`src/rtl/pwdiv_pkg.sv`:
```
package pwdiv_pkg;

    localparam int DATA_W     = 32;
    localparam int ADDR_W     = 2;
    localparam int CODE_W     = 5;
    localparam int SHIFT_W    = 3;
    localparam int RATIO_W    = CODE_W + 1;
    localparam int MAX_SHIFT  = (1 << SHIFT_W) - 1;

    // divider key: value bits above the code field
    localparam int DIV_KEY_W  = DATA_W - CODE_W;
    localparam logic [DIV_KEY_W-1:0] DIV_KEY = DIV_KEY_W'(12'hAA0 >> CODE_W);

    // phase key sits just above the enable bit
    localparam int PH_KEY_W   = 8;
    localparam logic [PH_KEY_W-1:0] PH_KEY = 8'hAA;
    localparam int PH_EN_BIT  = SHIFT_W;
    localparam int PH_KEY_LSB = SHIFT_W + 1;

    localparam int BAD_BIT    = 24;

    localparam logic [CODE_W-1:0] RESET_CODE    = CODE_W'(16);
    localparam logic [CODE_W-1:0] FALLBACK_CODE = '1;

    typedef enum logic [ADDR_W-1:0] {
        SEL_DIV    = 2'd0,
        SEL_PHASE  = 2'd1,
        SEL_STATUS = 2'd2,
        SEL_NONE   = 2'd3
    } reg_sel_e;

    typedef struct packed {
        logic               en;
        logic [SHIFT_W-1:0] shift;
    } phase_cfg_t;

    localparam phase_cfg_t PHASE_DEFAULT = '{en: 1'b1, shift: '0};

    typedef logic [RATIO_W-1:0] ratio_t;

    // code 0 stands for the largest ratio
    function automatic ratio_t ratio_of(input logic [CODE_W-1:0] code);
        return (code == '0) ? ratio_t'(1 << CODE_W) : ratio_t'(code);
    endfunction

    // high-phase length: floor(r/2), at least one cycle
    function automatic ratio_t high_of(input ratio_t r);
        return (r == ratio_t'(1)) ? ratio_t'(1) : (r >> 1);
    endfunction

    function automatic logic div_key_ok(input logic [DIV_KEY_W-1:0] upper);
        return upper == DIV_KEY;
    endfunction

    function automatic logic phase_key_ok(input logic [PH_KEY_W-1:0] key);
        return key == PH_KEY;
    endfunction

endpackage

```
`src/rtl/pwdiv_regs.sv`:
```
module pwdiv_regs
    import pwdiv_pkg::*;
(
    input  logic              clk,
    input  logic              rst,
    input  logic [ADDR_W-1:0] reg_addr,
    input  logic [DATA_W-1:0] reg_wdata,
    input  logic              reg_we,
    output logic [DATA_W-1:0] reg_rdata,
    output logic [CODE_W-1:0] div_code,
    output phase_cfg_t        phase_cfg,
    output logic              bad_flag
);

    reg_sel_e sel;
    logic     div_ok;
    logic     ph_ok;

    assign sel    = reg_sel_e'(reg_addr);
    assign div_ok = div_key_ok(reg_wdata[DATA_W-1:CODE_W]);
    assign ph_ok  = phase_key_ok(reg_wdata[PH_KEY_LSB +: PH_KEY_W]);

    always_ff @(posedge clk) begin
        if (rst) begin
            div_code  <= RESET_CODE;
            phase_cfg <= PHASE_DEFAULT;
            bad_flag  <= 1'b0;
        end else if (reg_we) begin
            case (sel)
                SEL_DIV: begin
                    if (div_ok) begin
                        div_code <= reg_wdata[CODE_W-1:0];
                    end else begin
                        div_code <= FALLBACK_CODE;
                        bad_flag <= 1'b1;
                    end
                end
                SEL_PHASE: begin
                    if (ph_ok) begin
                        phase_cfg.en    <= reg_wdata[PH_EN_BIT];
                        phase_cfg.shift <= reg_wdata[SHIFT_W-1:0];
                    end else begin
                        phase_cfg <= PHASE_DEFAULT;
                    end
                end
                SEL_STATUS: begin
                    if (reg_wdata[BAD_BIT]) begin
                        bad_flag <= 1'b0;
                    end
                end
                default: ;
            endcase
        end
    end

    always_comb begin
        reg_rdata = '0;
        case (sel)
            SEL_DIV:    reg_rdata = {DIV_KEY, div_code};
            SEL_PHASE:  reg_rdata = DATA_W'({PH_KEY, phase_cfg.en, phase_cfg.shift});
            SEL_STATUS: reg_rdata[BAD_BIT] = bad_flag;
            default:    reg_rdata = '0;
        endcase
    end

endmodule

```
`src/rtl/pwdiv_core.sv`:
```
module pwdiv_core
    import pwdiv_pkg::*;
(
    input  logic              clk,
    input  logic              rst,
    input  logic [CODE_W-1:0] code_in,
    output logic              div_q,
    output ratio_t            cur_ratio,
    output ratio_t            cnt,
    output logic              period_end
);

    ratio_t next_ratio;
    ratio_t cnt_inc;

    assign next_ratio = ratio_of(code_in);
    assign cnt_inc    = cnt + ratio_t'(1);
    assign period_end = (cnt == cur_ratio - ratio_t'(1));

    always_ff @(posedge clk) begin
        if (rst) begin
            cnt       <= '0;
            cur_ratio <= ratio_of(RESET_CODE);
            div_q     <= 1'b1;
        end else if (period_end) begin
            // ratio is picked up only here, on a whole-period boundary
            cnt       <= '0;
            cur_ratio <= next_ratio;
            div_q     <= 1'b1;
        end else begin
            cnt       <= cnt_inc;
            div_q     <= (cnt_inc < high_of(cur_ratio));
        end
    end

endmodule

```
`src/rtl/pwdiv_delay.sv`:
```
module pwdiv_delay
    import pwdiv_pkg::*;
#(
    parameter int STAGES = MAX_SHIFT
) (
    input  logic               clk,
    input  logic               rst,
    input  logic               din,
    input  logic [SHIFT_W-1:0] sel,
    output logic               dout
);

    logic [STAGES:0] taps;

    assign taps[0] = din;

    for (genvar i = 1; i <= STAGES; i++) begin : g_stage
        logic q;
        always_ff @(posedge clk) begin
            if (rst) q <= 1'b0;
            else     q <= taps[i-1];
        end
        assign taps[i] = q;
    end

    assign dout = taps[sel];

endmodule

```
`src/rtl/pwdiv_top.sv`:
```
module pwdiv_top
    import pwdiv_pkg::*;
(
    input  logic              clk,
    input  logic              rst,
    input  logic [ADDR_W-1:0] reg_addr,
    input  logic [DATA_W-1:0] reg_wdata,
    input  logic              reg_we,
    output logic [DATA_W-1:0] reg_rdata,
    output logic              clk_out
);

    logic [CODE_W-1:0] div_code;
    phase_cfg_t        phase_cfg;
    logic              bad_flag;
    logic              div_q;
    ratio_t            cur_ratio;
    ratio_t            cnt;
    logic              period_end;
    logic              delayed;

    pwdiv_regs u_regs (
        .clk       (clk),
        .rst       (rst),
        .reg_addr  (reg_addr),
        .reg_wdata (reg_wdata),
        .reg_we    (reg_we),
        .reg_rdata (reg_rdata),
        .div_code  (div_code),
        .phase_cfg (phase_cfg),
        .bad_flag  (bad_flag)
    );

    pwdiv_core u_core (
        .clk        (clk),
        .rst        (rst),
        .code_in    (div_code),
        .div_q      (div_q),
        .cur_ratio  (cur_ratio),
        .cnt        (cnt),
        .period_end (period_end)
    );

    pwdiv_delay #(.STAGES(MAX_SHIFT)) u_delay (
        .clk  (clk),
        .rst  (rst),
        .din  (div_q),
        .sel  (phase_cfg.shift),
        .dout (delayed)
    );

    assign clk_out = phase_cfg.en & delayed;

endmodule

```
`config.mk`:
```
export PLATFORM = sky130hd
export DESIGN_NAME = pwdiv_top
export DESIGN_NICKNAME = d
export VERILOG_FILES = /design/src/rtl/pwdiv_pkg.sv /design/src/rtl/pwdiv_regs.sv /design/src/rtl/pwdiv_core.sv /design/src/rtl/pwdiv_delay.sv /design/src/rtl/pwdiv_top.sv
export SDC_FILE = /design/constraint.sdc
export NUM_CORES = 1
export LEC_CHECK = 0
export BUFFER_PORTS_ARGS = -buffer_cell sky130_fd_sc_hd__buf_2
export CORE_MARGIN = 2
export CORE_UTILIZATION = 40
export DETAILED_ROUTE_END_ITERATION = 16
export PLACE_DENSITY = 0.75
export SYNTH_ARGS = -nofsm -noshare
export SYNTH_HDL_FRONTEND = slang
export SYNTH_SLANG_ARGS = --single-unit
```
`constraint.sdc`:
```
create_clock -name clk -period 1.89 [get_ports clk]
set_input_delay 0.378 -clock clk [delete_from_list [all_inputs] [get_ports clk]]
set_output_delay 0.378 -clock clk [all_outputs]
set_load 0.02 [all_outputs]
```
# Word-level counts from Yosys, hierarchy flattened
# Index checks and enable logic that the tools add are counted.
# word_totals
register_bits,30
inputBits,37
out_inout_bits,33
elab_cells,45
# op_classes
add_sub_neg,2
n_lt_le_gt_ge,2
eq_ne,8
mux,11
n_bitwise,1
reduce_logical,7
# ops
cell,count
27-bit by 7-bit == test with 1-bit output (second input constant),1
12-bit one-hot mux with 2 select lines,1
5-bit two-way mux,2
8-bit == test (second input constant),1
6-bit by 1-bit adder with 6-bit output (second input constant),1
6-bit by 1-bit == test with 1-bit output (second input constant),1
6-bit == test,1
6-bit < comparator,1
6-bit two-way mux,1
6-bit by 1-bit subtractor with 6-bit output (second input constant),1
5-bit zero test,1
3-bit by 4-bit < comparator with 1-bit output (second input constant),1
1-bit two-way mux,4
4-bit two-way mux,1
2-bit inequality test (second input constant),2
2-bit AND reduction,2
4-bit AND reduction,1
1-bit binary-select mux with 3-bit select,1
2-bit by 1-bit == test with 1-bit output (second input constant),1
2-bit == test (second input constant),1
2-bit zero test,1
1-bit one-hot mux with 2 select lines,1
2-bit nonzero test,1
2-bit OR reduction,1
1-bit bitwise AND,1

# Logic depth before layout (Yosys ltp)
# Gate-level depths: netlist of the first run.
# depth
depth_word,3
ltp_mapped,8
depth_no_buf,7

# Modules after synthesis
# From an unflattened synthesis of the first run, not the netlist that was laid out.
# unflattened
cells_unflattened,198
area_unflattened_um2,1875.5
# by_module_without_submodules
mod,instances,cells_per_inst,area_per_inst_um2,seq_area_each_um2
pwdiv_core,1,86,850.8,260.2
pwdiv_regs,1,94,770.7,200.2
pwdiv_delay,1,17,247.7,140.1
pwdiv_top,1,1,6.3,0.0

# Worst setup path before layout of the first run
# Ideal clock, no wire load.
# synth_path
kind,register to register
startpoint,register u_core.cur_ratio[0]
endpoint,register u_core.cur_ratio[5]
setup_time_ns,0.121
arrival_time_ns,1.825
t_required_ns,1.769
setup_slack_ns,-0.056
stages_incl_launch_ff,8
path_buffers,0
period_less_slack_ns,1.946
cell_sequence,dfxtp_1 > inv_1 > ha_1 > and2_4 > o21a_1 > o31a_1 > nor4_4 > mux2_2
# synth_between
elab_chain_cells,2
# synth_rtl
element,line_no,text
from (decl),pwdiv_core.sv:8,"output ratio_t cur_ratio,"
from (signal assigned),pwdiv_core.sv:23,cur_ratio <= ratio_of(RESET_CODE);
from (signal assigned),pwdiv_core.sv:28,cur_ratio <= next_ratio;
6-bit by 1-bit subtractor with 6-bit output,pwdiv_core.sv:18,assign period_end = (cnt == cur_ratio - ratio_t'(1));
6-bit == test,pwdiv_core.sv:18,
# No other way between the ends.
# A chain may end at the register's enable or synchronous reset.

# Worst setup path after layout of the first run
# layout_path
startpoint,"register, netlist name u_regs.phase_cfg[0]"
endpoint,output clk_out
# layout_between
elab_chain_cells,3
# layout_rtl
element,line_no,text
1-bit binary-select mux with 3-bit select,pwdiv_delay.sv:26,assign dout = taps[sel];
1-bit two-way mux (not written as such),pwdiv_delay.sv:26,
1-bit bitwise AND,pwdiv_top.sv:52,assign clk_out = phase_cfg.en & delayed;
to (decl),pwdiv_top.sv:10,output logic clk_out
# No other way between the ends. The select of a mux whose other input is x is not followed.

==> results.tsv, run 1 <==
metric	value	unit
Starting Density	0.4138	
Ant. Diodes	0	
DRC viols	0	
synth unique cells	40	
Root Driver	clkbuf_8	
internal power	1.144	mW
die width	71.12	um
Routed Antenna Nets	0	
die area	5057	um^2
Clock Power Share	0.428	
Die Span Y	71.12	um
total CTS buffers	5	
total grt overflow	0	
Final GP Congestion	0.7426	
Crit Path Max Fanout	3	
initial antenna violation count	0	
Final #Nets	298	
endpoints failing hold	0	
Final min period	1884	ps
final slew viol count	0	
area delta synth->final	21.74	%
io pins	70	
Post-Synthesis Cells	200	
worst setup margin	5.894	ps
sequential area share after synthesis	0.3333	
Psw	342.3	uW
hpwl dp	2698	um
worst-skew pair later-pin latency	280	ps
Place WS	24.50	ps
worst vdd rail ir drop	0.3908	mV
Syn Area/Cell	9.009	um^2
CTS tree	yes	
leakage power	0.9939	nW
sequential share of power	0.444	
Comb pwr share	0.127	
layout cell share with drive strength beyond 1	0.3346	
initial DRC count	56	
status	complete, no violations	
Total Routing Usage GR	0.1472	
routed wire length	3629	um
Max H-tree Level	2	
DRT Pass-1 Iters	4	
Reg2Reg Depth	8	
CP required	1510	ps
vias	1488	
worst hold path cell count	2	
Setup Viol. Count Final	0	
worst slew pin tran	575.5	ps
Final Hold Slack	366.6	ps
Tcrit/Tclk final	0.9969	
Power Density	677.7	nW/um^2
f_max	0.5308	GHz
clock-pin slew on the worst setup and hold paths	60	ps
Synth Register Bits	30	
Sw Share	0.2303	
Core ar.	4354	um^2
placement row count	24	
clock skew	6.413	ps
Setup Crit Path Kind	reg2out	
Slew HR	0.6163	
crit path launch type	register	
clk sinks	30	
Max Buffers Root-to-Sink	2	
IO buf count	47	
vias in the first global route	1340	
largest net degree at the start of global routing	37	
hold crit path type	in2reg	
CP arrival	1510	ps
Synthesis Warnings	0	
crit path capture type	output pin	
synthesized cell area	1802	um^2
vias per cell	4.863	
Pwr Total	1.486	mW
first-pass GRT wire length	5837	um
Avg WL per Cell	11.86	um
Max Cap Viol	0	
RSZ-0062 raised after global routing	true	
## repair_timing
item                                    in CTS  in global routing
setup buffers                                0                  5
hold buffers                                 0                  0
endpoints found under the setup margin       5                  8
pin swaps                                    0                  2
hold endpoints to repair                     0                  0
gates resized for setup                      8                  9
## routing by layer
layer | track usage | up-vias | routed length, um
li1 | - | 747 | -
met1 | 0.1708 | 672 | 1470
met2 | 0.2638 | 65 | 1894
met3 | 0.03419 | 4 | 232
met4 | 0.05241 | 0 | 32
met5 | 0 | - | 0
## cell usage in the layout, fill, tap and decap left out, types with 3 or more instances in the layout
master and instances:
xnor2_1 4, buf_4 11, nor2b_1 8, mux2i_1 10
or2b_1 5, conb_1 22, xor2_1 5, a22oi_1 3
ha_1 5, a211oi_1 6, nor2_1 21, nor4_1 5
dfxtp_2 4, inv_1 9, nand2_1 3, clkbuf_8 6
buf_2 47, dfxtp_1 25, nor3_1 9, and3_1 3
nand3_1 4, nand2b_1 5
## path summary, 6_finish.rpt
check | from | end | slack (ps)
worst min register to register | u_delay.g_stage[3].q$_SDFF_PP0_ | u_delay.g_stage[4].q$_SDFF_PP0_ | 460
worst max-delay path | u_regs.phase_cfg[0]$_SDFFE_PP0P_ | clk_out | 6
worst max register to register | u_core.cur_ratio[1]$_SDFFE_PP0N_ | u_core.cur_ratio[1]$_SDFFE_PP0N_ | 20
worst min-delay path | reg_addr[1] | u_regs.bad_flag$_SDFFE_PP0P_ | 370
## registers in the layout (all words and copies together), names as in the netlist
| signal | count |
|---|---|
| u_delay.g_stage.q | 7 |
| u_core.cnt | 6 |
| u_core.cur_ratio | 6 |
| u_regs.div_code | 5 |
| u_regs.phase_cfg | 4 |
| u_core.div_q | 1 |
| u_regs.bad_flag | 1 |
## worst max-delay path, stage by stage (launching register included)
cell and delay, ps:
dfxtp_4 360, mux4_2 480, mux2i_1 150, nor2b_1 80, buf_2 160
## kinds of logic after synthesis
family | after synthesis | share of synthesized area
buffers and inverters | 44 | 0.1583
adder cells (fa/ha/maj) | 7 | 0.04861
XOR/XNOR | 11 | 0.05347
other | 1 | 0.002081
AND/OR/NAND/NOR | 73 | 0.2271
flip-flops | 30 | 0.3333
multiplexers | 13 | 0.08681
AO/OA/AOI/OAI | 21 | 0.09028
## power groups by stage
stage / sequential [mW] / clock, mW / combinational, mW
floorplan: 0.672 / 0 / 0.163
global placement: 0.674 / 0 / 0.181
detailed placement: 0.674 / 0 / 0.184
CTS: 0.659 / 0.651 / 0.185
global route: 0.662 / 0.667 / 0.209
finish: 0.660 / 0.637 / 0.189
## cells in the mapped netlist
| cell type | number | area share |
|---|---|---|
| dfxtp_1 | 30 | 0.33 |
| buf_4 | 26 | 0.11 |
| nor2_1 | 21 | 0.044 |
| inv_1 | 11 | 0.023 |
| mux2i_1 | 10 | 0.056 |
| nor3_1 | 9 | 0.025 |
| nor2b_1 | 8 | 0.028 |
| ha_1 | 7 | 0.049 |
| a211oi_1 | 6 | 0.025 |
| xor2_1 | 6 | 0.029 |
| nand2b_1 | 5 | 0.017 |
| nand3_1 | 5 | 0.014 |
| nor4_1 | 5 | 0.017 |
| or2b_1 | 5 | 0.021 |
| xnor2_1 | 5 | 0.024 |
| clkbuf_1 | 4 | 0.0083 |
| a22oi_1 | 3 | 0.012 |
| and3_1 | 3 | 0.010 |
| buf_6 | 3 | 0.019 |
| nand2_1 | 3 | 0.0062 |
| a21o_1 | 2 | 0.0083 |
| a21oi_1 | 2 | 0.0056 |
| mux4_2 | 2 | 0.025 |
| nand4_1 | 2 | 0.0069 |
| nor3b_1 | 2 | 0.0083 |
| a21boi_0 | 1 | 0.0042 |
| a311o_2 | 1 | 0.0062 |
| a31o_2 | 1 | 0.0049 |
| and2_4 | 1 | 0.0049 |
| conb_1 | 1 | 0.0021 |
| mux2_2 | 1 | 0.0062 |
| nor4_4 | 1 | 0.012 |
| nor4b_1 | 1 | 0.0049 |
| o2111ai_1 | 1 | 0.0049 |
| o211a_1 | 1 | 0.0056 |
| o21a_1 | 1 | 0.0042 |
| o21bai_1 | 1 | 0.0042 |
| o31a_1 | 1 | 0.0049 |
| or3_1 | 1 | 0.0035 |
| or4_1 | 1 | 0.0042 |
## layout make-up
type                            count  area (um^2)
Timing Repair Buffer               59        329.1
Multi-Input combinational cell    147         1033
Fill cell                         378         2161
Tap cell                           52        65.06
Clock inverter                      1        30.03
Clock buffer                        6        82.58
Sequential cell                    30        609.3
Inverter                           11        43.79
## metrics by stage
stage / TNS (ps) / area [um^2] / instances / util
after floorplan: -56.02 / 1881 / 221 / -
after global placement: 0 / 1989 / 294 / 0.4569
after detailed placement: 0 / 1989 / 294 / 0.4569
after CTS: -30.11 / 2118 / 301 / 0.4865
after global routing: -439.3 / 2193 / 306 / 0.5037
final: 0 / 2193 / 306 / 0.5037
Power figures use the tool's default switching activity.
==> inputs of run 2 (changes only) <==
--- a/config.mk
+++ b/config.mk
@@ -7,9 +7,10 @@
 export LEC_CHECK = 0
 export BUFFER_PORTS_ARGS = -buffer_cell sky130_fd_sc_hd__buf_2
 export CORE_MARGIN = 2
-export CORE_UTILIZATION = 40
+export CORE_UTILIZATION = 44
+export CTS_CLUSTER_DIAMETER = 50
 export DETAILED_ROUTE_END_ITERATION = 16
-export PLACE_DENSITY = 0.75
+export PLACE_DENSITY = 0.81
 export SYNTH_ARGS = -nofsm -noshare
 export SYNTH_HDL_FRONTEND = slang
 export SYNTH_SLANG_ARGS = --single-unit
==> run 2 against run 1 <==
Compared with the run above:
- utilization rose by 3.5 points
- clock power down 26%
- die area decreased by 8.6%
- register-to-register slack lost 20 ps
- clock skew decreased by 4.9 ps
- clock-buffer cell count fell by 1
- the run now ends with setup timing left
- sequential share of layout area grew 0.72 points
- sequential cell count unchanged
- cell count shrank 0.65%
- largest power group unchanged
- global-route usage rose by 1.7 points
- non-clock buffer count is the same
==> results.tsv, run 2 (synthesis results as in run 1) <==
metric	value	unit	change
status	finished, violations left		
violated checks	setup timing		
clk sinks	30		unchanged
Root Driver	clkbuf_8		
die area	4623	um^2	-8.6%
Clock Power Share	0.357		-0.071
hold crit path type	in2reg		
Avg WL per Cell	11.27	um	-5.0%
R2R Path End	u_core.cur_ratio[5]$_SDFFE_PP0N_		
Total Routing Usage GR	0.1640		+0.01685
Comb pwr share	0.143		+0.016
Core ar.	3971	um^2	-8.8%
Min-Delay Endpoint	u_regs.phase_cfg[1]$_SDFFE_PP0P_		
clock skew	1.516	ps	-4.897 ps
Tcrit/Tclk final	1.006		+0.008810
# fillers	376		-0.53%
endpoints failing hold	0		unchanged
Slew HR	0.6305		+0.01417
Setup Viol. Count Final	2		+2
Die Span Y	67.99	um	-4.4%
Max Cap Viol	0		unchanged
first-pass GRT wire length	5595	um	-4.1%
Reg2Reg Depth	8		unchanged
Worst R2R Setup Slack	0	ps	-20 ps
crit path launch type	register		
Sw Share	0.2655		+0.03523
routed wire length	3425	um	-5.6%
Starting Density	0.4537		+0.03989
total grt overflow	0		unchanged
vias in the first global route	1285		-4.1%
most frequent cells in the layout	buf_2, dfxtp_1, conb_1, nor2_1, buf_4		
final slew viol count	0		unchanged
Final #Nets	298		unchanged
IO buf count	47		unchanged
origin of the critical flop-to-flop path	u_core.cur_ratio[0]$_SDFFE_PP0N_		
Power Density	617.2	nW/um^2	-8.9%
Crit Path Max Fanout	3		unchanged
Max Buffers Root-to-Sink	2		unchanged
Psw	350.4	uW	+2.4%
Ant. Diodes	0		unchanged
area delta synth->final	18.68	%	
layout cell share with drive strength beyond 1	0.3268		-0.007874
Hold Startpoint	reg_wdata[1]		
CTS tree	yes		
Final Hold Slack	364.2	ps	-2.471 ps
commonest non-fill, non-tap cell in the layout	buf_2		
RSZ-0062 raised after global routing	true		
Place WS	-5.669	ps	-30.17 ps
Final min period	1901	ps	+16.65 ps
leakage power	0.9732	nW	-2.1%
initial antenna violation count	0		unchanged
DRT Pass-1 Iters	4		unchanged
vias	1473		-1.0%
Setup Crit Path Kind	reg2out		
largest net degree at the start of global routing	37		unchanged
hpwl dp	2631	um	-2.5%
Max H-tree Level	2		unchanged
worst vdd rail ir drop	0.4391	mV	+12%
io pins	70		unchanged
largest registers	u_delay.g_stage.q: 7 flops, u_core.cnt: 6 flops, u_core.cur_ratio: 6 flops		
die width	67.99	um	-4.4%
worst-skew pair later-pin latency	280	ps	about the same
Pwr Total	1.320	mW	-11%
crit path capture type	output pin		
initial DRC count	51		-8.9%
Setup TNS Final	-14.88	ps	-14.88 ps
worst hold path cell count	3		+1
worst slew pin tran	554.2	ps	-21.26 ps
placement row count	23		-4.2%
total CTS buffers	5		unchanged
Final GP Congestion	0.8475		+14%
clock-pin slew on the worst setup and hold paths	60	ps	about the same
f_max	0.5261	GHz	-0.88%
Routed Antenna Nets	0		unchanged
DRC viols	0		unchanged
CP arrival	1520	ps	about the same
sequential share of power	0.500		+0.056
internal power	969.3	uW	-15%
worst setup margin	-10.76	ps	-16.65 ps
Biggest register	u_delay.g_stage.q		
Largest register FFs	7		unchanged
vias per cell	4.845		-0.36%
post-layout util	0.5384		+0.03470
hold buffer count at CTS	0		unchanged
CP required	1510	ps	about the same
-- run 2: worst max-delay path, stage by stage, from the launching register on --
cell     delay [ps]
dfxtp_4         360
mux4_2          500
mux2i_1         150
nor2b_1          70
buf_2           160
-- run 2: what timing repair did --
item | 4_1_cts | 5_1_grt
resized for setup | 6 | 7
buffers inserted | 1 | 3
cloned | 0 | 0
endpoints found under the setup margin | 4 | 14
-- run 2: per-stage QoR --
stage,area [um^2],instances
after floorplan,1881,221
after global placement,1994,293
after detailed placement,1994,293
after CTS,2093,301
after global routing,2138,304
final,2138,304
-- run 2: how the worst max path moves through the flow --
stage	slack, ps	start	cells after the start	end
floorplan	-60	u_core.cur_ratio[0]$_SDFFE_PP0N_	7	u_core.cur_ratio[5]$_SDFFE_PP0N_
global placement	40	u_core.cnt[1]$_SDFF_PP0_	7	u_core.div_q$_SDFF_PP1_
detailed placement	-6	u_core.cur_ratio[0]$_SDFFE_PP0N_	8	u_core.div_q$_SDFF_PP1_
CTS	-40	u_regs.phase_cfg[0]$_SDFFE_PP0P_	4	clk_out
global route	-90	u_core.cur_ratio[0]$_SDFFE_PP0N_	8	u_core.cur_ratio[5]$_SDFFE_PP0N_
finish	-10	u_regs.phase_cfg[0]$_SDFFE_PP0P_	4	clk_out
-- run 2: final cells by class --
cell class	count	area, um^2	area share
tap	50	62.56	0.02926
sequential	30	609.3	0.2850
timing repair buffer	59	325.3	0.1521
multi-input combinational	147	1021	0.4775
clock buffer	5	68.82	0.03218
inverter	11	41.29	0.01931
clock inverter	2	10.01	0.004681
-- run 2: power by group through the flow --
stage	logic (mW)	registers, mW	clock network (mW)
3_3_place_gp	0.178	0.674	0
4_1_cts	0.183	0.660	0.487
3_5_place_dp	0.182	0.674	0
2_1_floorplan	0.163	0.672	0
5_1_grt	0.210	0.662	0.518
6_report	0.189	0.659	0.471
-- run 2: routing by layer --
| metal | wire [um] | GRT usage |
|---|---|---|
| met3 | 217 | 0.05428 |
| met1 | 1439 | 0.1909 |
| met2 | 1695 | 0.2658 |
| met5 | 0 | 0 |
| met4 | 73 | 0.08750 |
